===== config.mk =====
export PLATFORM = sky130hd
export DESIGN_NAME = msg_mailbox
export DESIGN_NICKNAME = d
export VERILOG_FILES = /design/src/rtl/msg_mailbox.sv
export SDC_FILE = /design/constraint.sdc
export NUM_CORES = 2
export LEC_CHECK = 0
export CAP_MARGIN = 0
export CORE_MARGIN = 2
export CORE_UTILIZATION = 30
export DETAILED_ROUTE_END_ITERATION = 8
export SKIP_CTS_REPAIR_TIMING = 1
export SLEW_MARGIN = 25
export SYNTH_ARGS = -nofsm -noshare
export SYNTH_HDL_FRONTEND = slang
export SYNTH_SLANG_ARGS = --single-unit

===== constraint.sdc =====
create_clock -name clk -period 5.3 [get_ports clk]
set_input_delay 1.06 -clock clk [delete_from_list [all_inputs] [get_ports clk]]
set_output_delay 1.06 -clock clk [all_outputs]
set_load 0.02 [all_outputs]

===== src/rtl/msg_mailbox.sv =====
module msg_mailbox #(
  parameter int          DEPTH   = 64,
  parameter logic [31:0] VERSION = 32'h0001_0300
) (
  input  logic        clk,
  input  logic        rst_n,
  input  logic        hb_wr,
  input  logic        hb_rd,
  input  logic [3:0]  hb_addr,
  input  logic [31:0] hb_wdata,
  output logic [31:0] hb_rdata,
  output logic        pk_tx_valid,
  input  logic        pk_tx_ready,
  output logic [31:0] pk_tx_data,
  output logic        pk_tx_last,
  input  logic        pk_rx_valid,
  output logic        pk_rx_ready,
  input  logic [31:0] pk_rx_data,
  input  logic        pk_rx_last,
  output logic        irq
);
  localparam int IDXW = $clog2(DEPTH);
  localparam int LENW = $clog2(DEPTH + 1);
  localparam logic [LENW-1:0] FULL = LENW'(DEPTH);

  localparam logic [3:0] A_STAT = 4'd0, A_IEN = 4'd1, A_TIDX = 4'd2, A_TDAT = 4'd3,
                         A_TLEN = 4'd4, A_RIDX = 4'd5, A_RDAT = 4'd6, A_RLEN = 4'd7,
                         A_VER  = 4'd8;

  logic [31:0] tx_mem [DEPTH];
  logic [31:0] rx_mem [DEPTH];

  logic [IDXW-1:0] tx_wptr, tx_pos, rx_rptr;
  logic [LENW-1:0] tx_len, rx_len, rx_cnt;
  logic            tx_busy, rx_evt, tx_evt, len_err;
  logic [1:0]      ien;

  wire wr_stat = hb_wr && hb_addr == A_STAT;
  wire wr_tdat = hb_wr && hb_addr == A_TDAT;
  wire wr_tlen = hb_wr && hb_addr == A_TLEN;
  wire rd_rdat = hb_rd && hb_addr == A_RDAT;
  wire len_ok  = hb_wdata != 32'd0 && hb_wdata <= 32'(DEPTH);
  wire tx_go   = pk_tx_valid && pk_tx_ready;
  wire tx_end  = tx_go && pk_tx_last;
  wire rx_go   = pk_rx_valid && pk_rx_ready;
  wire rx_room = rx_cnt < FULL;

  assign pk_tx_valid = tx_busy;
  assign pk_tx_data  = tx_mem[tx_pos];
  assign pk_tx_last  = tx_busy && LENW'(tx_pos) == tx_len - LENW'(1);
  assign pk_rx_ready = !rx_evt;
  assign irq         = (rx_evt && ien[0]) || (tx_evt && ien[1]);

  always_ff @(posedge clk) begin
    if (wr_tdat) tx_mem[tx_wptr] <= hb_wdata;
    if (rx_go && rx_room) rx_mem[rx_cnt[IDXW-1:0]] <= pk_rx_data;
  end

  always_ff @(posedge clk or negedge rst_n) begin
    if (!rst_n) begin
      tx_wptr <= '0;
      tx_pos  <= '0;
      tx_len  <= '0;
      tx_busy <= 1'b0;
      tx_evt  <= 1'b0;
      len_err <= 1'b0;
      ien     <= '0;
    end else begin
      if (hb_wr && hb_addr == A_IEN) ien <= hb_wdata[1:0];
      if (hb_wr && hb_addr == A_TIDX) tx_wptr <= hb_wdata[IDXW-1:0];
      else if (wr_tdat) tx_wptr <= tx_wptr + IDXW'(1);
      if (wr_stat && hb_wdata[1]) tx_evt  <= 1'b0;
      if (wr_stat && hb_wdata[2]) len_err <= 1'b0;
      if (wr_tlen && !tx_busy) begin
        if (len_ok) begin
          tx_busy <= 1'b1;
          tx_len  <= hb_wdata[LENW-1:0];
          tx_pos  <= '0;
        end else begin
          len_err <= 1'b1;
        end
      end else if (tx_go) begin
        tx_pos <= tx_pos + IDXW'(1);
        if (pk_tx_last) begin
          tx_busy <= 1'b0;
          tx_evt  <= 1'b1;
        end
      end
    end
  end

  always_ff @(posedge clk or negedge rst_n) begin
    if (!rst_n) begin
      rx_cnt  <= '0;
      rx_len  <= '0;
      rx_evt  <= 1'b0;
      rx_rptr <= '0;
    end else begin
      if (wr_stat && hb_wdata[0]) rx_evt <= 1'b0;
      if (rx_go) begin
        if (pk_rx_last) begin
          rx_evt <= 1'b1;
          rx_len <= rx_room ? rx_cnt + LENW'(1) : FULL;
          rx_cnt <= '0;
        end else if (rx_room) begin
          rx_cnt <= rx_cnt + LENW'(1);
        end
      end
      if (hb_wr && hb_addr == A_RIDX) rx_rptr <= hb_wdata[IDXW-1:0];
      else if (rd_rdat) rx_rptr <= rx_rptr + IDXW'(1);
    end
  end

  always_comb begin
    hb_rdata = '0;
    case (hb_addr)
      A_STAT: hb_rdata = {29'd0, len_err, tx_evt, rx_evt};
      A_IEN:  hb_rdata = {30'd0, ien};
      A_RDAT: hb_rdata = (LENW'(rx_rptr) < rx_len) ? rx_mem[rx_rptr] : 32'd0;
      A_RLEN: hb_rdata = 32'(rx_len);
      A_VER:  hb_rdata = VERSION;
      default: hb_rdata = '0;
    endcase
  end

  p_tx_hold_r3: assert property (@(posedge clk) disable iff (!rst_n)
    pk_tx_valid && !pk_tx_ready |=> pk_tx_valid);
  p_tx_done_r4: assert property (@(posedge clk) disable iff (!rst_n)
    tx_end |=> tx_evt && !pk_tx_valid);
  p_bad_len_r5: assert property (@(posedge clk) disable iff (!rst_n)
    wr_tlen && !tx_busy && !len_ok |=> len_err && !pk_tx_valid);
  p_sticky_r6: assert property (@(posedge clk) disable iff (!rst_n)
    len_err && !(wr_stat && hb_wdata[2]) |=> len_err);
  p_rx_block_r8: assert property (@(posedge clk) disable iff (!rst_n)
    rx_evt |-> !pk_rx_ready);
  p_busy_len_r12: assert property (@(posedge clk) disable iff (!rst_n)
    wr_tlen && tx_busy && !tx_end |=> pk_tx_valid && $stable(tx_len));
  p_rx_cap_r13: assert property (@(posedge clk) disable iff (!rst_n)
    rx_len <= FULL);
endmodule


==> reports/qor.yml <==
status:
  outcome: "completed"
route:
  wl_met2_um: 207000
  detailedRoute.firstPassIterationCount: 6
  routed_via_density: 5.26
  finalWirelength_um: 431000
  wl_met1_um: 170000
  wl_per_cell_um: 29.5
  vias: 76825
  dr_wl_met3_um: 40000
  final_antenna_net_count: 0
  top_layer_used: "met5"
  first_iter_violations: 10516
  route.detailed.drc: 0
critical_path:
  crit_path_frequent_cell: "mux4_2"
  rr_endpoint: "rx_mem[56][19]$_DFFE_PP_"
  endpoint_kind: "output port"
  path_class: "flop to output port"
  worst-path-buf-inv: 4
  startpoint_type: "flop"
  crit_family: "buffers and inverters"
  r2r-start: "rx_evt$_DFF_PN0_"
  rrSetupSlack_ps: 2030
  crit_arrival_ps: 4200
  rr_worst_depth: 7
  cp_cell_sequence: "buf_12 -> buf_16 -> buf_4 -> mux4_2 -> mux4_2 -> a22oi_1 -> nand2_1 -> clkdlybuf4s50_1"
  required_ps: 4240
  slowest_delay_ps: 600
  critPathMaxFanout: 28
  cp_slowest_cell: "clkdlybuf4s50_1"
layout:
  final_nets: 7406
  area_growth_pct: 17.2
  drive_gt1_share_pct: 32.8
  instances_no_fill: 14613
  layout_common_cells: "edfxtp_1 (4096), mux4_2 (1184), clkbuf_16 (396), buf_4 (386), buf_12 (149)"
  layout_commonest_cell: "edfxtp_1"
  nFillCells: 47548
synth:
  synth_top_flop_cell: "edfxtp_1"
  netlist_instances: 6648
  synth_top_area_share_pct: 77.6
  synth_area_leaders: "edfxtp_1 (78%), mux4_2 (17%), dfrtp_1 (0.71%), nor2_1 (0.44%), buf_2 (0.38%)"
  yosysTopAreaCell: "edfxtp_1"
  synth_cell_types: 63
  synth_area_sq_um: 158000
  yosys_warnings: 0
  synth-edff-count: 4096
  yosysSeqAreaShare_pct: 78.3
  syn_nets: 6734
  postSynth.asyncResetShare_pct: 1.09
  ys_ff_latch: 4141
  syn_avg_cell_area_sq_um: 23.8
global_routing:
  grt_max_degree: 91
  grt_pass1_wl_um: 600000
  antenna_found_initial: 35
  grt_overflow: 0
  grt_use_total_pct: 15.7
  grt_pass1_vias: 77037
floorplan:
  initial_core_util_pct: 30.1
  ios: 143
  dieArea_sq_um: 534000
  die_w_um: 731
  die_h_um: 731
  row_count: 266
  core_area_sq_um: 526000
place:
  hpwl_um: 244000
  gp_congestion: 0.876
  placed_cells: 13872
  numPortBuffers: 142
run:
  cap_viol_max_count: 0
clock_tree:
  cts_made_buffers: 394
  cts_tree: "yes"
  clk_latency_ps: 960
  htree_levels: 5
  cts.sinks: 4141
  clk_pin_slew_worst_paths_ps: 60
  root_buffer: "clkbuf_16"
  clk_path_buf_depth: 4
min_path:
  hold_class: "primary input to asynchronous set/reset pin"
timing:
  rsz0062_at_grt: "true"
  fmax_mhz: 190
  slew_viol_final: 0
  min_period_ps: 5260
  period_share_pct: 99.2
  skew_ps: 73.9
  tns_ps: 0
  tightestPinTransition_ps: 1040
  finalSetupViolCount: 0
  hold_violations: 0
  max_slew_margin_pct: 30.2
power:
  max-vdd-ir-drop_mv: 0.385
  power_density_nw_per_um2: 387
  power.leakage_nw: 55.5
-- state kept, by name (all words and copies together) (netlist names) --
signal / flops
tx_mem: 2048
rx_evt: 1
tx_pos: 6
tx_wptr: 6
rx_cnt: 7
rx_rptr: 6
tx_len: 7
rx_mem: 2048
pk_tx_valid: 1
ien: 2
len_err: 1
tx_evt: 1
rx_len: 7
-- cell type report --
type                    count  area [sq um]  area share [%]
flip-flops and latches   4141        124000            66.9
multi-input cells        2120         33500            18.0
clock buffers             483         10200            5.52
well taps                6968          8720            4.70
repair buffers            640          6790            3.66
clock inverters           227          2160            1.17
inverters                  23          86.3          0.0465
diodes                     11          27.5          0.0148
-- how the worst max path moves through the flow --
stage	from	endpoint	cells after the start
after floorplan	pk_rx_valid	rx_mem[46][0]$_DFFE_PP_	6
after global placement	hb_addr[2]	hb_rdata[25]	11
after detailed placement	hb_addr[2]	hb_rdata[31]	11
after CTS	rx_rptr[0]$_DFFE_PN0P_	hb_rdata[26]	9
after global routing	tx_pos[0]$_DFFE_PN0P_	pk_tx_data[12]	8
final	tx_pos[0]$_DFFE_PN0P_	pk_tx_data[12]	8
-- cells in the mapped netlist (3+ instances only) --
master / number
a22o_1: 16
buf_6: 16
o2bb2ai_1: 7
buf_4: 47
a2111oi_0: 20
o22ai_1: 82
mux2i_1: 30
buf_1: 34
o21ai_0: 41
a221oi_1: 13
o31ai_1: 14
mux4_2: 1184
or3_1: 6
a32oi_1: 4
and2_1: 9
a211oi_1: 14
nand4_1: 3
xnor2_1: 6
clkbuf_1: 147
a21oi_1: 16
dfrtp_1: 45
nor3_1: 34
nand2b_1: 6
ha_1: 11
inv_1: 23
a32o_1: 4
mux2_2: 16
nand2_1: 118
nor2b_1: 28
a211o_1: 5
and3_1: 4
buf_2: 120
o211ai_1: 17
nand3b_1: 6
edfxtp_1: 4096
nor4b_1: 10
nand3_1: 53
nor4_1: 11
a31oi_1: 8
a22oi_1: 72
xor2_1: 7
nor2_1: 186
or2_2: 4
a221o_1: 26
o32ai_1: 5
-- cell families (layout without fill, tap and decap cells) --
| kind of cell | Yosys count | in the layout | share of synthesized area (%) |
|---|---|---|---|
| mux | 1230 | 1230 | 17.1 |
| buf+inv | 387 | 1373 | 1.20 |
| xor+xnor | 13 | 13 | 0.0719 |
| fa+ha+maj | 11 | 11 | 0.0869 |
| simple gates | 488 | 488 | 1.42 |
| other cells | 0 | 11 | 0 |
| compound gates | 378 | 378 | 1.74 |
| flops | 4141 | 4141 | 78.3 |
-- power breakdown --
part	switching (mW)	internal, mW	total [mW]	leakage [nW]
Combinational	4.75	3.44	8.19	12.1
Clock	12.2	15.3	27.5	6.05
Sequential	0.149	36.1	36.3	37.4
-- metrics by stage --
stage | instance area (sq um) | power, mW | setup slack, ps | utilization (%) | hold slack (ps)
final | 186000 | 71.9 | 41.0 | 35.3 | 336
after detailed placement | 173000 | 45.1 | 493 | 32.9 | 530
after global routing | 186000 | 74.0 | -109 | 35.3 | 352
after global placement | 173000 | 45.0 | 483 | 32.9 | 515
after CTS | 185000 | 72.3 | -333 | 35.2 | 300
after floorplan | 158000 | 41.5 | 1180 | - | 449
-- routing by layer --
layer	GRT usage [%]	up-vias
met4	4.52	12
met1	20.9	42188
met3	3.59	701
met5	0	-
met2	25.7	3738
li1	-	30186
Note: power is estimated with default switching activity, not from simulation.
